[config.mk]
export PLATFORM = sky130hd
export DESIGN_NAME = ep0_host_seq
export DESIGN_NICKNAME = d
export VERILOG_FILES = /design/src/rtl/ep0_seq_pkg.sv /design/src/rtl/ep0_retry_ctr.sv /design/src/rtl/ep0_seq_fsm.sv /design/src/rtl/ep0_csr.sv /design/src/rtl/ep0_host_seq.sv
export SDC_FILE = /design/constraint.sdc
export NUM_CORES = 1
export LEC_CHECK = 0
export BUFFER_PORTS_ARGS = -buffer_cell sky130_fd_sc_hd__buf_2
export CAP_MARGIN = 0
export CORE_ASPECT_RATIO = 1.25
export CORE_MARGIN = 10
export CORE_UTILIZATION = 45
export DETAILED_ROUTE_END_ITERATION = 8
export PLACE_DENSITY = 0.75
export SETUP_SLACK_MARGIN = 0.4
export SYNTH_ARGS = -nofsm -noshare
export SYNTH_HDL_FRONTEND = slang
export SYNTH_SLANG_ARGS = --single-unit
[constraint.sdc]
create_clock -name clk -period 4.6 [get_ports clk]
set_clock_uncertainty 0.05 [all_clocks]
set_input_delay 0.69 -clock clk [delete_from_list [all_inputs] [get_ports clk]]
set_output_delay 0.69 -clock clk [all_outputs]
set_load 0.02 [all_outputs]
[src/rtl/ep0_seq_pkg.sv]
package ep0_seq_pkg;
  localparam int CSR_W     = 8;
  localparam int B_RXRDY   = 0;
  localparam int B_TXRDY   = 1;
  localparam int B_STALL   = 2;
  localparam int B_ERROR   = 4;
  localparam int B_REQIN   = 5;
  localparam int B_IRQ     = 6;
  localparam int B_NAKTO   = 7;
  localparam logic [CSR_W-1:0] W1C_MASK = 8'hD5;

  typedef enum logic [1:0] {
    RSP_OK    = 2'd0,
    RSP_NAK   = 2'd1,
    RSP_STALL = 2'd2,
    RSP_NONE  = 2'd3
  } rsp_e;

  typedef enum logic [2:0] {
    EV_NONE,
    EV_IN_DONE,
    EV_OUT_DONE,
    EV_STALL,
    EV_ERROR,
    EV_NAKTO
  } evt_e;

  typedef enum logic [2:0] {
    ST_IDLE,
    ST_TOKEN,
    ST_WAIT,
    ST_ACK,
    ST_HALT
  } st_e;
endpackage

[src/rtl/ep0_retry_ctr.sv]
module ep0_retry_ctr
  import ep0_seq_pkg::*;
#(
  parameter int ERR_LIMIT = 3,
  parameter int NAK_W     = 8
) (
  input  logic             clk,
  input  logic             rst_n,
  input  logic             err_clr,
  input  logic             err_inc,
  input  logic             nak_clr,
  input  logic             nak_inc,
  input  logic [NAK_W-1:0] nak_limit,
  output logic             err_last,
  output logic             nak_last
);
  localparam int ERR_W = (ERR_LIMIT > 2) ? $clog2(ERR_LIMIT) : 1;

  logic [ERR_W-1:0] err_cnt;
  logic [NAK_W-1:0] nak_cnt;

  // missing-reply strikes: the ERR_LIMIT-th strike is the last one
  assign err_last = (err_cnt == ERR_W'(ERR_LIMIT - 1));
  // limit 0 disables the NAK timeout
  assign nak_last = (nak_limit != '0) && (nak_cnt == (nak_limit - NAK_W'(1)));

  always_ff @(posedge clk) begin
    if (!rst_n) begin
      err_cnt <= '0;
    end else if (err_clr) begin
      err_cnt <= '0;
    end else if (err_inc) begin
      err_cnt <= err_cnt + ERR_W'(1);
    end
  end

  always_ff @(posedge clk) begin
    if (!rst_n) begin
      nak_cnt <= '0;
    end else if (nak_clr) begin
      nak_cnt <= '0;
    end else if (nak_inc && (nak_cnt != '1)) begin
      nak_cnt <= nak_cnt + NAK_W'(1);
    end
  end
endmodule

[src/rtl/ep0_seq_fsm.sv]
module ep0_seq_fsm
  import ep0_seq_pkg::*;
(
  input  logic       clk,
  input  logic       rst_n,
  input  logic       start_in,
  input  logic       start_out,
  input  logic       release_halt,
  input  logic       tok_ready,
  input  logic       rsp_valid,
  input  logic [1:0] rsp_code,
  input  logic       ack_ready,
  input  logic       err_last,
  input  logic       nak_last,
  output logic       tok_valid,
  output logic       tok_dir,
  output logic       rsp_ready,
  output logic       ack_valid,
  output logic       busy,
  output logic       halted,
  output evt_e       ev,
  output logic       err_clr,
  output logic       err_inc,
  output logic       nak_clr,
  output logic       nak_inc
);
  st_e  state, state_nx;
  logic dir_q, dir_nx;
  rsp_e code;

  assign code      = rsp_e'(rsp_code);
  assign tok_valid = (state == ST_TOKEN);
  assign rsp_ready = (state == ST_WAIT);
  assign ack_valid = (state == ST_ACK);
  assign busy      = (state != ST_IDLE);
  assign halted    = (state == ST_HALT);
  assign tok_dir   = dir_q;

  always_comb begin
    state_nx = state;
    dir_nx   = dir_q;
    ev       = EV_NONE;
    err_clr  = 1'b0;
    err_inc  = 1'b0;
    nak_clr  = 1'b0;
    nak_inc  = 1'b0;
    unique case (state)
      ST_IDLE: begin
        if (start_in || start_out) begin
          state_nx = ST_TOKEN;
          dir_nx   = start_out;
          err_clr  = 1'b1;
          nak_clr  = 1'b1;
        end
      end
      ST_TOKEN: begin
        if (tok_ready) state_nx = ST_WAIT;
      end
      ST_WAIT: begin
        if (rsp_valid) begin
          unique case (code)
            RSP_OK: begin
              err_clr = 1'b1;
              if (dir_q) begin
                ev       = EV_OUT_DONE;
                state_nx = ST_IDLE;
              end else begin
                state_nx = ST_ACK;
              end
            end
            RSP_NAK: begin
              err_clr = 1'b1;
              if (nak_last) begin
                ev       = EV_NAKTO;
                nak_clr  = 1'b1;
                state_nx = ST_HALT;
              end else begin
                nak_inc  = 1'b1;
                state_nx = ST_TOKEN;
              end
            end
            RSP_STALL: begin
              err_clr  = 1'b1;
              ev       = EV_STALL;
              state_nx = ST_IDLE;
            end
            RSP_NONE: begin
              if (err_last) begin
                err_clr  = 1'b1;
                ev       = EV_ERROR;
                state_nx = ST_IDLE;
              end else begin
                err_inc  = 1'b1;
                state_nx = ST_TOKEN;
              end
            end
            default: state_nx = ST_IDLE;
          endcase
        end
      end
      ST_ACK: begin
        if (ack_ready) begin
          ev       = EV_IN_DONE;
          state_nx = ST_IDLE;
        end
      end
      ST_HALT: begin
        if (release_halt) state_nx = ST_IDLE;
      end
      default: state_nx = ST_IDLE;
    endcase
  end

  always_ff @(posedge clk) begin
    if (!rst_n) begin
      state <= ST_IDLE;
      dir_q <= 1'b0;
    end else begin
      state <= state_nx;
      dir_q <= dir_nx;
    end
  end
endmodule

[src/rtl/ep0_csr.sv]
module ep0_csr
  import ep0_seq_pkg::*;
#(
  parameter int NAK_W = 8
) (
  input  logic             clk,
  input  logic             rst_n,
  input  logic             reg_wr,
  input  logic             reg_addr,
  input  logic [CSR_W-1:0] reg_wdata,
  input  logic             busy,
  input  logic             halted,
  input  evt_e             ev,
  output logic [CSR_W-1:0] csr_q,
  output logic [NAK_W-1:0] nak_limit_q,
  output logic             start_in,
  output logic             start_out,
  output logic             release_halt,
  output logic             irq_pulse
);
  logic             csr_wr;
  logic [CSR_W-1:0] csr_nx;

  assign csr_wr       = reg_wr && (reg_addr == 1'b0);
  assign start_in     = csr_wr && !busy && reg_wdata[B_REQIN];
  assign start_out    = csr_wr && !busy && reg_wdata[B_TXRDY] && !reg_wdata[B_REQIN];
  assign release_halt = csr_wr && halted && reg_wdata[B_NAKTO];

  always_comb begin
    csr_nx = csr_q;
    if (csr_wr) begin
      csr_nx = csr_nx & ~(reg_wdata & W1C_MASK);
    end
    if (start_in)  csr_nx[B_REQIN] = 1'b1;
    if (start_out) csr_nx[B_TXRDY] = 1'b1;
    if (release_halt) begin
      csr_nx[B_REQIN] = 1'b0;
      csr_nx[B_TXRDY] = 1'b0;
    end
    unique case (ev)
      EV_IN_DONE: begin
        csr_nx[B_RXRDY] = 1'b1;
        csr_nx[B_REQIN] = 1'b0;
      end
      EV_OUT_DONE: csr_nx[B_TXRDY] = 1'b0;
      EV_STALL: begin
        csr_nx[B_STALL] = 1'b1;
        csr_nx[B_REQIN] = 1'b0;
        csr_nx[B_TXRDY] = 1'b0;
      end
      EV_ERROR: begin
        csr_nx[B_ERROR] = 1'b1;
        csr_nx[B_REQIN] = 1'b0;
        csr_nx[B_TXRDY] = 1'b0;
      end
      EV_NAKTO: csr_nx[B_NAKTO] = 1'b1;
      default: ;
    endcase
    if (ev != EV_NONE) csr_nx[B_IRQ] = 1'b1;
    csr_nx[3] = 1'b0;
  end

  always_ff @(posedge clk) begin
    if (!rst_n) begin
      csr_q       <= '0;
      nak_limit_q <= '0;
      irq_pulse   <= 1'b0;
    end else begin
      csr_q     <= csr_nx;
      irq_pulse <= (ev != EV_NONE);
      if (reg_wr && reg_addr) nak_limit_q <= reg_wdata[NAK_W-1:0];
    end
  end
endmodule

[src/rtl/ep0_host_seq.sv]
module ep0_host_seq
  import ep0_seq_pkg::*;
#(
  parameter int ERR_LIMIT = 3,
  parameter int NAK_W     = 8
) (
  input  logic             clk,
  input  logic             rst_n,
  input  logic             reg_wr,
  input  logic             reg_addr,
  input  logic [7:0]       reg_wdata,
  output logic [7:0]       csr_out,
  output logic [NAK_W-1:0] nak_limit_out,
  output logic             irq,
  output logic             irq_pulse,
  output logic             tok_valid,
  input  logic             tok_ready,
  output logic             tok_dir,
  input  logic             rsp_valid,
  output logic             rsp_ready,
  input  logic [1:0]       rsp_code,
  output logic             ack_valid,
  input  logic             ack_ready
);
  logic start_in, start_out, release_halt;
  logic busy, halted;
  logic err_clr, err_inc, nak_clr, nak_inc, err_last, nak_last;
  evt_e ev;

  ep0_csr #(.NAK_W(NAK_W)) u_csr (
    .clk          (clk),
    .rst_n        (rst_n),
    .reg_wr       (reg_wr),
    .reg_addr     (reg_addr),
    .reg_wdata    (reg_wdata),
    .busy         (busy),
    .halted       (halted),
    .ev           (ev),
    .csr_q        (csr_out),
    .nak_limit_q  (nak_limit_out),
    .start_in     (start_in),
    .start_out    (start_out),
    .release_halt (release_halt),
    .irq_pulse    (irq_pulse)
  );

  ep0_seq_fsm u_fsm (
    .clk          (clk),
    .rst_n        (rst_n),
    .start_in     (start_in),
    .start_out    (start_out),
    .release_halt (release_halt),
    .tok_ready    (tok_ready),
    .rsp_valid    (rsp_valid),
    .rsp_code     (rsp_code),
    .ack_ready    (ack_ready),
    .err_last     (err_last),
    .nak_last     (nak_last),
    .tok_valid    (tok_valid),
    .tok_dir      (tok_dir),
    .rsp_ready    (rsp_ready),
    .ack_valid    (ack_valid),
    .busy         (busy),
    .halted       (halted),
    .ev           (ev),
    .err_clr      (err_clr),
    .err_inc      (err_inc),
    .nak_clr      (nak_clr),
    .nak_inc      (nak_inc)
  );

  ep0_retry_ctr #(.ERR_LIMIT(ERR_LIMIT), .NAK_W(NAK_W)) u_ctr (
    .clk       (clk),
    .rst_n     (rst_n),
    .err_clr   (err_clr),
    .err_inc   (err_inc),
    .nak_clr   (nak_clr),
    .nak_inc   (nak_inc),
    .nak_limit (nak_limit_out),
    .err_last  (err_last),
    .nak_last  (nak_last)
  );

  assign irq = csr_out[B_IRQ];
endmodule

Word level (Yosys, flattened, before mapping)
Index checks and enable logic that the tools add are counted.

Word-level logic and storage cells: 115. Input port bits: 17. Register bits: 31.

Add/subtract/negate cells: 3. Eq/ne operators: 20. Reductions and logical operators: 32. Muxes and demuxes: 42. Bitwise logic cells: 4.

Operators by type and width (number): 3-bit 2-to-1 mux (9); 3-bit case mux with 4 select lines (2); 1-bit 2-to-1 mux (23); 3-bit case mux with 5 select lines (1); 2-bit nonzero test (7); 3-bit by 2-bit equality test with 1-bit output, second input constant (4); 1-bit logical AND (10); 5-bit OR reduction (2); 3-bit equality test, second input constant (3); 8-bit by 1-bit adder with 8-bit output, second input constant (1); 8-bit AND (1); 8-bit equality test (1); 8-bit 2-to-1 mux (1); 8-bit != test, second input constant (1); 8-bit inverter (1); 8-bit nonzero test (1); 8-bit by 1-bit subtractor with 8-bit output, second input constant (1); 2-bit equality test, second input constant (3); 3-bit by 1-bit equality test with 1-bit output, second input constant (2); 2-bit by 1-bit != test with 1-bit output, second input constant (3); 1-bit case mux with 2 select lines (3); 3-bit case mux with 2 select lines (1); 3-bit nonzero test (2); 5-bit AND reduction (1); other kinds (12) (17).

Depth between registers and ports, before layout
Gate-level depths: netlist of run 1.

Depth after elaboration: 9. Depth in mapped cells: 10. Mapped depth without buffers: 8.

By module
Synthesis of run 1 repeated with hierarchy kept, for this count alone.

Cell total of the unflattened synthesis: 219. Area total of the unflattened synthesis: 1803.0 µm².

By module, submodules not included: ep0_retry_ctr (times used 1, cells an instance 91, seq. area each 200.2 µm², area an instance 740.7 µm²); ep0_csr (times used 1, cells an instance 76, seq. area each 320.3 µm², area an instance 663.1 µm²); ep0_seq_fsm (times used 1, cells an instance 51, seq. area each 80.1 µm², area an instance 391.6 µm²); ep0_host_seq (times used 1, cells an instance 1, seq. area each 0.0 µm², area an instance 7.5 µm²).

Worst setup path before layout of run 1
No wires, ideal clock.

Path kind: register -> register. From: reg u_csr.nak_limit_q[0]. To: reg u_ctr.nak_cnt[2]. Setup time: 0.125 ns. Clock period less this slack: 2.267 ns. Data required time: 4.425 ns. Path slack: 2.333 ns. Stages on the path, launching flop included: 11. Data arrival time: 2.092 ns. Cell sequence: dfxtp_1 > inv_1 > ha_1 > xor2_1 > xnor2_1 > nand4_1 > a2111oi_2 > buf_6 > buf_6 > a21o_2 > a21oi_1.

Word-level cells in the longest chain between the ends: 8. Elaborated cells on any way between the ends: 14. Those cells by class: add/sub: 1; eq/ne: 1; mux: 8; reduce/logical: 4.

Ends and longest elaborated chain: start: declaration (RTL line ep0_csr.sv:15) `output logic [NAK_W-1:0] nak_limit_q,`; start signal: assignment (RTL line ep0_csr.sv:71) `if (reg_wr && reg_addr) nak_limit_q <= reg_wdata[NAK_W-1:0];`; 8-bit by 1-bit subtractor with 8-bit output (RTL line ep0_retry_ctr.sv:25) `assign nak_last = (nak_limit != '0) && (nak_cnt == (nak_limit - NAK_W'(1)));`; 8-bit equality test (RTL line ep0_retry_ctr.sv:25); 1-bit logical AND (*) (RTL line ep0_retry_ctr.sv:25); 1-bit 2-to-1 mux (RTL line ep0_seq_fsm.sv:73) `if (nak_last) begin`; 1-bit 2-to-1 mux (RTL line ep0_seq_fsm.sv:61) `unique case (code)`; 1-bit 2-to-1 mux (RTL line ep0_seq_fsm.sv:60) `if (rsp_valid) begin`; 1-bit case mux with 2 select lines / 1-bit 2-to-1 mux (equally long branches) (RTL line ep0_seq_fsm.sv:47) `unique case (state)`; 2-bit OR reduction (no source line) / 1-bit logical AND (equally long branches); end signal: assignment (RTL line ep0_retry_ctr.sv:43) `nak_cnt <= nak_cnt + NAK_W'(1);`; end: declaration (RTL line ep0_retry_ctr.sv:20) `logic [NAK_W-1:0] nak_cnt;`.

Mark *: on every way between the ends. The rest lies on a longest branch, timed or not. A chain may end at the register's enable or synchronous reset.

Final worst setup path of run 1
From: reg u_csr.nak_limit_q[0]. To: reg u_ctr.nak_cnt[3].

The elaborated chain is that of the path after synthesis.

==> impl_metrics.json, run 1 <==
{
  "synthesis.area_um2": 1740,
  "io_buffers": 37,
  "fmaxAchievable_mhz": 444,
  "switchingPower_uw": 149,
  "reg2reg_to": "u_ctr.nak_cnt[3]$_SDFFE_PP0P_",
  "tightestPinTransition_ns": 0.490,
  "synth_simple_gate_area_share_pct": 28.9,
  "synth_mux_area_share_pct": 0,
  "num_rows": 25,
  "vias": 1635,
  "ys_types": 43,
  "r2r_slack_ns": 2.35,
  "comb_power_share_pct": 14.5,
  "yosys.area.top_type_share_pct": 34.5,
  "gr-total-overflow": 0,
  "grt_usage_pct": 12.7,
  "holdWs_ns": 0.411,
  "p_sw_share_pct": 26.4,
  "startpoint_type": "flop",
  "critical_path_buf_inv_count": 2,
  "drcViolationCount": 0,
  "clkPwrFrac_pct": 36.7,
  "max_slew_margin_pct": 67.0,
  "internal-power_uw": 415,
  "slowest_delay_ns": 0.44,
  "cap_violations": 0,
  "dieArea_um2": 6770,
  "synth_area_leader_cell": "dfxtp_1",
  "worst_path_max_delay_cell": "dfxtp_1",
  "crit_arrival_ns": 2.36,
  "synthAdderAreaFrac_pct": 2.16,
  "antenna_found_initial": 0,
  "fin_nets": 270,
  "critPathLaunch": "u_csr.nak_limit_q[0]$_SDFFE_PN0P_",
  "finalCriticalPeriod_ns": 2.25,
  "ant_nets": 0,
  "maxSlewViolCount": 0,
  "clockBufferDepth": 2,
  "vdd.ir_drop.worst_mv": 0.166,
  "status": "completed",
  "h-tree-depth": 2,
  "critPathCaptureType": "flop",
  "numClockSinks": 30,
  "coreArea_um2": 3750,
  "power_leakage_uw": 0.000801,
  "syn-num-nets": 237,
  "synthToLayoutAreaGrowth_pct": 14.7,
  "grt_pass1_vias": 1521,
  "finalInstanceArea_um2": 2000,
  "critical_path.top_delay_family": "compound AO/OA/AOI/OAI gates",
  "num_antenna_cells": 0,
  "path_depth": 9,
  "numCtsBuffers": 5,
  "avgRoutedWirePerCell_um": 14.5,
  "place_hpwl_um": 3230,
  "start_util_pct": 46.4,
  "rsz0062_at_grt": "false",
  "synth-compound-area-share_pct": 22.1,
  "hold_viol_final": 0,
  "grt_max_degree": 21,
  "r2r-start": "u_csr.nak_limit_q[0]$_SDFFE_PN0P_",
  "ys.warnings.count": 0,
  "hp-class": "flop to flop",
  "dr.first_iter.drc_count": 106,
  "path_class": "flop to flop",
  "seq_area_frac_synth_pct": 34.5,
  "finalPower_uw": 563,
  "r2r.worst_path.cells": 9,
  "path_max_fanout": 20,
  "avgViaCountPerCell": 5.66,
  "synth_top_family_by_area": "simple AND/OR/NAND/NOR gates",
  "grt_pass1_wl_um": 6670,
  "ys_ff_latch": 30,
  "path_clk_slew_ns": 0.06,
  "die_height_um": 89.5,
  "cts_resized": 0,
  "syn_inst": 217,
  "final_util_pct": 53.2,
  "cts_hold_buffers": 0,
  "critical_path.endpoint": "u_ctr.nak_cnt[3]$_SDFFE_PP0P_",
  "num-fill-cells": 361,
  "cts-root-buf": "clkbuf_8",
  "die_x_um": 75.6,
  "finalSetupTns_ns": 0,
  "synthTopCellsByArea": "dfxtp_1, nand2_1, nand3_1",
  "cts_setup_buffers": 0,
  "final_common_cell": "buf_2",
  "final_cell_mix": "buf_2, dfxtp_1, nand2_1",
  "wirelength_um": 4200,
  "cts_tree": "done",
  "finalWeightedCongestion": 0.850,
  "post_dp_cell_area_um2": 1910,
  "first_pass_iters": 4,
  "pin_count": 39,
  "cp.required_ns": 4.71,
  "seq_power_share_pct": 48.8,
  "clk_latency_ns": 0.28,
  "crit_chain": "inv_1 -> ha_1 -> xor2_1 -> xnor2_1 -> nand4_1 -> a2111oi_2 -> buf_4 -> a21o_2 -> a21oi_1",
  "drive_gt1_share_pct": 20.9,
  "synth_xor_xnor_area_share_pct": 6.04,
  "setup_violations": 0,
  "powerDensity_nw_per_um2": 282,
  "synth.avg_cell_area_um2": 8.02,
  "min_period_over_period_pct": 49.0
}
flip-flops by register name, indices dropped and copies added, names as in the netlist:
signal / count
u_csr.nak_limit_q: 8
u_ctr.nak_cnt: 8
u_csr.csr_q: 7
u_fsm.state: 3
u_ctr.err_cnt: 2
u_csr.irq_pulse: 1
u_fsm.tok_dir: 1
cells by family after synthesis:
family | after synthesis
xor+xnor | 12
flops | 30
buf+inv | 22
other cells | 1
compound gates | 57
fa+ha+maj | 3
simple gates | 92
layout make-up:
type,count,area [µm²],area share [%]
well taps,40,50.0,2.51
multi-input cells,165,1030,51.8
inverters,10,37.5,1.88
flip-flops and latches,30,601,30.1
repair buffers,38,193,9.65
clock buffers,6,82.6,4.14
metrics by stage:
step                setup slack [ns]  std cells
floorplan                       2.33        217
global placement                2.30        283
detailed placement              2.30        283
CTS                             2.33        289
global route                    2.16        289
finish                          2.35        289
synthesized netlist by cell type, drive strengths merged:
cell type / number
nand2b: 2
clkbuf: 7
nor2b: 2
or4: 6
or3b: 1
nor2: 10
nand2: 29
xnor2: 7
conb: 1
or3: 2
inv: 10
o211ai: 1
and3: 6
nand3: 19
nor4: 2
a21boi: 14
buf: 5
o2111ai: 1
nor3: 7
nand4: 2
a2111oi: 1
nand3b: 1
nand4bb: 1
o21ai: 7
ha: 3
a21oi: 15
a31oi: 3
a2bb2oi: 1
o31a: 3
o31ai: 7
nor3b: 2
dfxtp: 30
o21a: 2
xor2: 5
a21o: 2
worst min-delay path: cells and delay by family (launching register included):
family           cells  cell delay, ns
AO/OA/AOI/OAI        1            0.05
flip-flops           1            0.31
AND/OR/NAND/NOR      1            0.05
routing by layer:
layer	track usage [%]	wire length, µm	up-vias
li1	-	-	840
met1	14.6	1850	753
met2	21.0	2100	33
met3	3.56	148	9
met4	5.75	102	0
met5	0	0	-
how the worst min path moves through the flow:
stage / cells after the start / end / slack, ns / start
3_3_place_gp: 2 / u_csr.csr_q[0]$_SDFFE_PN0P_ / 0.40 / u_csr.csr_q[0]$_SDFFE_PN0P_
3_5_place_dp: 2 / u_csr.csr_q[7]$_SDFFE_PN0P_ / 0.41 / u_csr.csr_q[7]$_SDFFE_PN0P_
4_1_cts: 2 / u_csr.csr_q[7]$_SDFFE_PN0P_ / 0.41 / u_csr.csr_q[7]$_SDFFE_PN0P_
2_1_floorplan: 2 / u_ctr.err_cnt[1]$_SDFFE_PP0P_ / 0.41 / u_ctr.err_cnt[1]$_SDFFE_PP0P_
6_report: 2 / u_csr.csr_q[7]$_SDFFE_PN0P_ / 0.41 / u_csr.csr_q[7]$_SDFFE_PN0P_
5_1_grt: 2 / u_csr.csr_q[7]$_SDFFE_PN0P_ / 0.44 / u_csr.csr_q[7]$_SDFFE_PN0P_
power by group through the flow:
| stage | logic, µW | clock network, µW | registers [µW] |
|---|---|---|---|
| 2_1_floorplan | 53.2 | 0 | 284 |
| 3_3_place_gp | 81.0 | 0 | 281 |
| 3_5_place_dp | 81.8 | 0 | 281 |
| 4_1_cts | 82.0 | 211 | 275 |
| 5_1_grt | 89.6 | 222 | 276 |
| 6_report | 81.6 | 207 | 275 |
(Power assumes the default switching activity.)
==> run 2: changes to the inputs <==
==> constraint.sdc (replaced) <==
create_clock -name clk -period 2.12 [get_ports clk]
set_clock_uncertainty 0.05 [all_clocks]
set_input_delay 0.318 -clock clk [delete_from_list [all_inputs] [get_ports clk]]
set_output_delay 0.318 -clock clk [all_outputs]
set_load 0.02 [all_outputs]
==> run 2 against run 1 <==
  * Flip-flop and latch count did not move
  * Final cell count grew 3.1%
  * Power increased by 130%
  * Clock-buffer cell count grew 2
  * Register-to-register slack lost 2.2 ns
  * Sequential share of layout area decreased by 1.8 points
  * Routed wire length grew 5.9%
  * Maximum frequency grew 12%
  * Highest routed layer unchanged
==> impl_metrics.json, run 2 (synthesis results as in run 1) <==
{
  "num_rows": 25,
  "powerDensity_nw_per_um2": 583,
  "critical_path_buf_inv_count": 2,
  "status": "completed",
  "slowest_delay_ns": 0.40,
  "die_height_um": 89.5,
  "gr-total-overflow": 0,
  "stdcell_count": 298,
  "ant_nets": 0,
  "grt_usage_pct": 13.8,
  "fmaxAchievable_mhz": 495,
  "clk_latency_ns": 0.28,
  "clockBufferDepth": 2,
  "worst_path_max_delay_cell": "a2111oi_4",
  "avgViaCountPerCell": 5.71,
  "critPathLaunch": "u_csr.nak_limit_q[0]$_SDFFE_PN0P_",
  "numClockSinks": 30,
  "avgRoutedWirePerCell_um": 14.9,
  "first_pass_iters": 4,
  "path_class": "flop to flop",
  "min_from": "reg_wdata[0]",
  "finalSetupTns_ns": 0,
  "preCtsSetupSlack_ns": 0.0790,
  "drcViolationCount": 0,
  "setup_violations": 0,
  "pin_count": 39,
  "critical_path.top_delay_family": "compound AO/OA/AOI/OAI gates",
  "hp-class": "input port to flop",
  "hold_viol_final": 0,
  "crit_chain": "inv_2 -> ha_4 -> nor2_1 -> a2bb2oi_1 -> o21ai_2 -> a2111oi_4 -> buf_12 -> a21o_4 -> a21oi_1",
  "h-tree-depth": 2,
  "io_buffers": 37,
  "numCtsBuffers": 5,
  "dieArea_um2": 6770,
  "power_leakage_uw": 0.000871,
  "critPathCaptureType": "flop",
  "crit_arrival_ns": 2.14,
  "worst_slack_ns": 0.0984,
  "coreArea_um2": 3750,
  "place_hpwl_um": 3350,
  "maxSlewViolCount": 0,
  "cts-root-buf": "clkbuf_8",
  "vdd.ir_drop.worst_mv": 0.456,
  "synthToLayoutAreaGrowth_pct": 25.3,
  "grt_pass1_vias": 1704,
  "grt_max_degree": 21,
  "num_antenna_cells": 0,
  "vias": 1703,
  "die_x_um": 75.6,
  "finalWeightedCongestion": 0.904,
  "cap_violations": 0,
  "start_util_pct": 46.4,
  "placed_cells": 289,
  "grt_pass1_wl_um": 7390,
  "path_clk_slew_ns": 0.06,
  "min_period_over_period_pct": 95.4,
  "final_common_cell": "buf_2",
  "dr.first_iter.drc_count": 124,
  "drive_gt1_share_pct": 31.0,
  "rsz0062_at_grt": "true",
  "finalCriticalPeriod_ns": 2.02,
  "antenna_found_initial": 0,
  "startpoint_type": "flop",
  "fin_nets": 277,
  "wirelength_um": 4450,
  "cts_tree": "done",
  "reg_top3": "u_csr.nak_limit_q: 8 flops, u_ctr.nak_cnt: 8 flops, u_csr.csr_q: 7 flops",
  "r2r-start": "u_csr.nak_limit_q[0]$_SDFFE_PN0P_",
  "cp.required_ns": 2.23,
  "path_max_fanout": 20,
  "final_cell_mix": "buf_2, nand2_1, dfxtp_1",
  "cts_hold_buffers": 0
}
-- run 2: cell count changes in the layout (fill, tap and decap cells not counted), sizes merged --
cell    before  now
buf         38   45
clkbuf       6    8
-- run 2: final cells by class --
cell class | count | area [µm²]
multi-input cells | 165 | 1130
fillers | 339 | 1570
well taps | 40 | 50.0
clock buffers | 8 | 90.1
repair buffers | 45 | 258
inverters | 10 | 37.5
flip-flops and latches | 30 | 617
-- run 2: worst paths after layout --
| path | to | slack, ns | cells past startpoint |
|---|---|---|---|
| hold / removal | u_csr.nak_limit_q[0]$_SDFFE_PN0P_ | 0.25 | 3 |
| hold reg to reg | u_csr.csr_q[7]$_SDFFE_PN0P_ | 0.41 | 2 |
| setup reg to reg | u_ctr.nak_cnt[4]$_SDFFE_PP0P_ | 0.1 | 9 |
| setup / recovery | u_ctr.nak_cnt[4]$_SDFFE_PP0P_ | 0.1 | 9 |
-- run 2: power by group --
part           internal (µW)  switching (µW)
sequential               576            19.3
combinational           91.8             117
clock                    264             204
total                    932             340
-- run 2: per-stage QoR --
step,cell area [µm²],hold slack [ns],utilization (%),power [µW]
2_1_floorplan,1820,0.411,-,746
3_3_place_gp,2040,0.394,54.4,806
3_5_place_dp,2040,0.399,54.4,807
4_1_cts,2140,0.244,57.0,1280
5_1_grt,2180,0.244,58.1,1340
6_report,2180,0.251,58.1,1270
-- run 2: tightest hold or removal path: cells and delay by family --
kind,cells,cell delay (ns)
AO/OA/AOI/OAI,1,0.06
buffers and inverters,1,0.11
AND/OR/NAND/NOR,1,0.05
-- run 2: repair_timing --
| item | CTS | global route |
|---|---|---|
| gates resized for setup | 0 | 12 |
| pin swaps | 2 | 3 |
| setup endpoints to repair | 13 | 14 |
| gates cloned | 0 | 0 |
| buffers inserted | 1 | 0 |
-- run 2: per-layer routing --
metal,wire length [µm],share of wire [%],up-vias,track usage (%)
met5,0,0,-,0
met3,241,5.4,13,4.00
met1,1940,44,785,16.2
met4,94,2.1,0,5.75
li1,-,-,859,-
met2,2170,49,46,22.5
==> run 3: changes to the inputs <==
--- a/config.mk
+++ b/config.mk
@@ -9,9 +9,9 @@
 export CAP_MARGIN = 0
 export CORE_ASPECT_RATIO = 1.25
 export CORE_MARGIN = 10
-export CORE_UTILIZATION = 45
+export CORE_UTILIZATION = 53
 export DETAILED_ROUTE_END_ITERATION = 8
-export PLACE_DENSITY = 0.75
+export PLACE_DENSITY = 0.85
 export SETUP_SLACK_MARGIN = 0.4
 export SYNTH_ARGS = -nofsm -noshare
 export SYNTH_HDL_FRONTEND = slang
==> run 3 against run 2 <==
  * Flip-flop and latch count did not move
  * Combinational power rose by 9%
  * Final cell count rose by 0.34%
  * Setup slack got worse by 0.074 ns
  * Maximum frequency fell by 3.5%
  * Largest cell class unchanged
  * Largest power group unchanged
==> impl_metrics.json, run 3 (synthesis results as in run 1) <==
{
  "fin_nets": 281,
  "cts_tree": "done",
  "dieArea_um2": 5990,
  "start_util_pct": 54.5,
  "cap_violations": 0,
  "grt_max_degree": 21,
  "switchingPower_uw": 358,
  "synthToLayoutAreaGrowth_pct": 27.1,
  "min_period_over_period_pct": 98.8,
  "num_rows": 23,
  "crit_chain": "nor3_4 -> buf_6 -> and3_4 -> o31a_1 -> a2111oi_4 -> buf_4 -> or4_1 -> a21oi_1",
  "clk_latency_ns": 0.29,
  "critical_path_buf_inv_count": 2,
  "first_pass_iters": 4,
  "min_from": "reg_wdata[0]",
  "pin_count": 39,
  "gr-total-overflow": 0,
  "coreArea_um2": 3190,
  "internal-power_uw": 938,
  "r2r-start": "u_csr.nak_limit_q[0]$_SDFFE_PN0P_",
  "r2r_slack_ns": 0.02,
  "grt_pass1_vias": 1757,
  "final_util_pct": 69.3,
  "dr_wl_met2_um": 2460,
  "clkPwrFrac_pct": 36.6,
  "crit_arrival_ns": 2.27,
  "vdd.ir_drop.worst_mv": 0.462,
  "r2r.worst_path.cells": 8,
  "final_common_cell": "buf_2",
  "power_leakage_uw": 0.000895,
  "wl_met3_um": 274,
  "avgRoutedWirePerCell_um": 15.8,
  "reg_top3": "u_csr.nak_limit_q: 8 flops, u_ctr.nak_cnt: 8 flops, u_csr.csr_q: 7 flops",
  "numClockSinks": 30,
  "antenna_found_initial": 0,
  "numCtsBuffers": 5,
  "setup_violations": 0,
  "grt_usage_pct": 15.6,
  "comb_power_share_pct": 17.4,
  "met1Wirelength_um": 1890,
  "clockBufferDepth": 2,
  "h-tree-depth": 2,
  "cts-root-buf": "clkbuf_8",
  "drcViolationCount": 0,
  "wirelength_um": 4730,
  "hold_viol_final": 0,
  "critPathCaptureType": "flop",
  "worst_path_max_delay_cell": "or4_1",
  "p_sw_share_pct": 27.7,
  "path_class": "flop to flop",
  "io_buffers": 37,
  "preCtsSetupSlack_ns": 0.0533,
  "drive_gt1_share_pct": 33.2,
  "status": "completed",
  "rsz0062_at_grt": "true",
  "cp.required_ns": 2.29,
  "seq_power_share_pct": 46.0,
  "path_clk_slew_ns": 0.07,
  "final_cell_mix": "buf_2, nand2_1, dfxtp_1",
  "startpoint_type": "flop",
  "reg2reg_to": "u_ctr.nak_cnt[5]$_SDFFE_PP0P_",
  "place_hpwl_um": 3470,
  "die_height_um": 84.1,
  "num-fill-cells": 259,
  "highest_layer": "met4",
  "finalWeightedCongestion": 0.851,
  "avgViaCountPerCell": 5.86,
  "worst_slack_ns": 0.0247,
  "critical_path.top_delay_family": "simple AND/OR/NAND/NOR gates",
  "powerDensity_nw_per_um2": 586,
  "maxSlewViolCount": 0,
  "hold_end": "u_csr.nak_limit_q[0]$_SDFFE_PN0P_",
  "num_antenna_cells": 0,
  "ant_nets": 0,
  "path_max_fanout": 5,
  "hp-class": "input port to flop",
  "finalSetupTns_ns": 0,
  "holdPathStages": 3,
  "slowest_delay_ns": 0.51,
  "finalCriticalPeriod_ns": 2.10,
  "grt_pass1_wl_um": 7850,
  "die_x_um": 71.3,
  "fmaxAchievable_mhz": 477,
  "dr.first_iter.drc_count": 168,
  "vias": 1752
}
[run 3: cell count changes in the layout (fill, tap and decap cells not counted), sizes merged]
cell    before  now
buf         45   49
clkbuf       8    7
clkinv       0    1
[run 3: layer usage]
metal  vias to the layer above  GRT usage [%]
li1                        862              -
met1                       819           16.1
met2                        61           27.7
met3                        10           5.00
met4                         0           6.88
met5                         -              0
[run 3: power groups by stage]
stage	logic, µW	registers, µW	clock network [µW]
detailed placement	197	608	0
CTS	216	596	486
finish	226	596	474
floorplan	128	618	0
global placement	193	608	0
global route	247	598	503
[run 3: what timing repair did]
item,CTS,global route
hold buffers,0,0
buffers inserted,4,0
endpoints found under the setup margin,13,13
gates resized for setup,10,10
gates cloned,2,0
pin swaps,11,11
[run 3: metrics by stage]
step | total power, µW | hold slack [ns] | cells | area (µm²)
floorplan | 746 | 0.411 | 217 | 1820
global route | 1350 | 0.258 | 299 | 2210
detailed placement | 805 | 0.402 | 285 | 2020
CTS | 1300 | 0.243 | 299 | 2180
global placement | 801 | 0.393 | 285 | 2020
finish | 1300 | 0.255 | 299 | 2210
[run 3: worst max-delay path by stage]
stage / to / cells past startpoint / from
2_1_floorplan: u_ctr.nak_cnt[3]$_SDFFE_PP0P_ / 10 / u_csr.nak_limit_q[0]$_SDFFE_PN0P_
3_3_place_gp: u_ctr.nak_cnt[3]$_SDFFE_PP0P_ / 7 / u_csr.nak_limit_q[0]$_SDFFE_PN0P_
3_5_place_dp: u_ctr.nak_cnt[5]$_SDFFE_PP0P_ / 7 / u_csr.nak_limit_q[0]$_SDFFE_PN0P_
4_1_cts: u_ctr.nak_cnt[3]$_SDFFE_PP0P_ / 8 / u_csr.nak_limit_q[1]$_SDFFE_PN0P_
5_1_grt: u_ctr.nak_cnt[5]$_SDFFE_PP0P_ / 8 / u_csr.nak_limit_q[0]$_SDFFE_PN0P_
6_report: u_ctr.nak_cnt[5]$_SDFFE_PP0P_ / 8 / u_csr.nak_limit_q[0]$_SDFFE_PN0P_
[run 3: layout make-up]
type | instances | area [µm²] | area share (%)
multi-input combinational | 165 | 1140 | 51.6
sequential | 30 | 619 | 28.0
timing repair buffer | 49 | 277 | 12.5
clock buffer | 7 | 86.3 | 3.90
tap | 37 | 46.3 | 2.09
inverter | 10 | 37.5 | 1.70
clock inverter | 1 | 5.00 | 0.226
[run 3: worst min-delay path, delay by kind of cell]
family,cells,cell delay [ns]
compound gates,1,0.06
buf+inv,1,0.11
simple gates,1,0.05
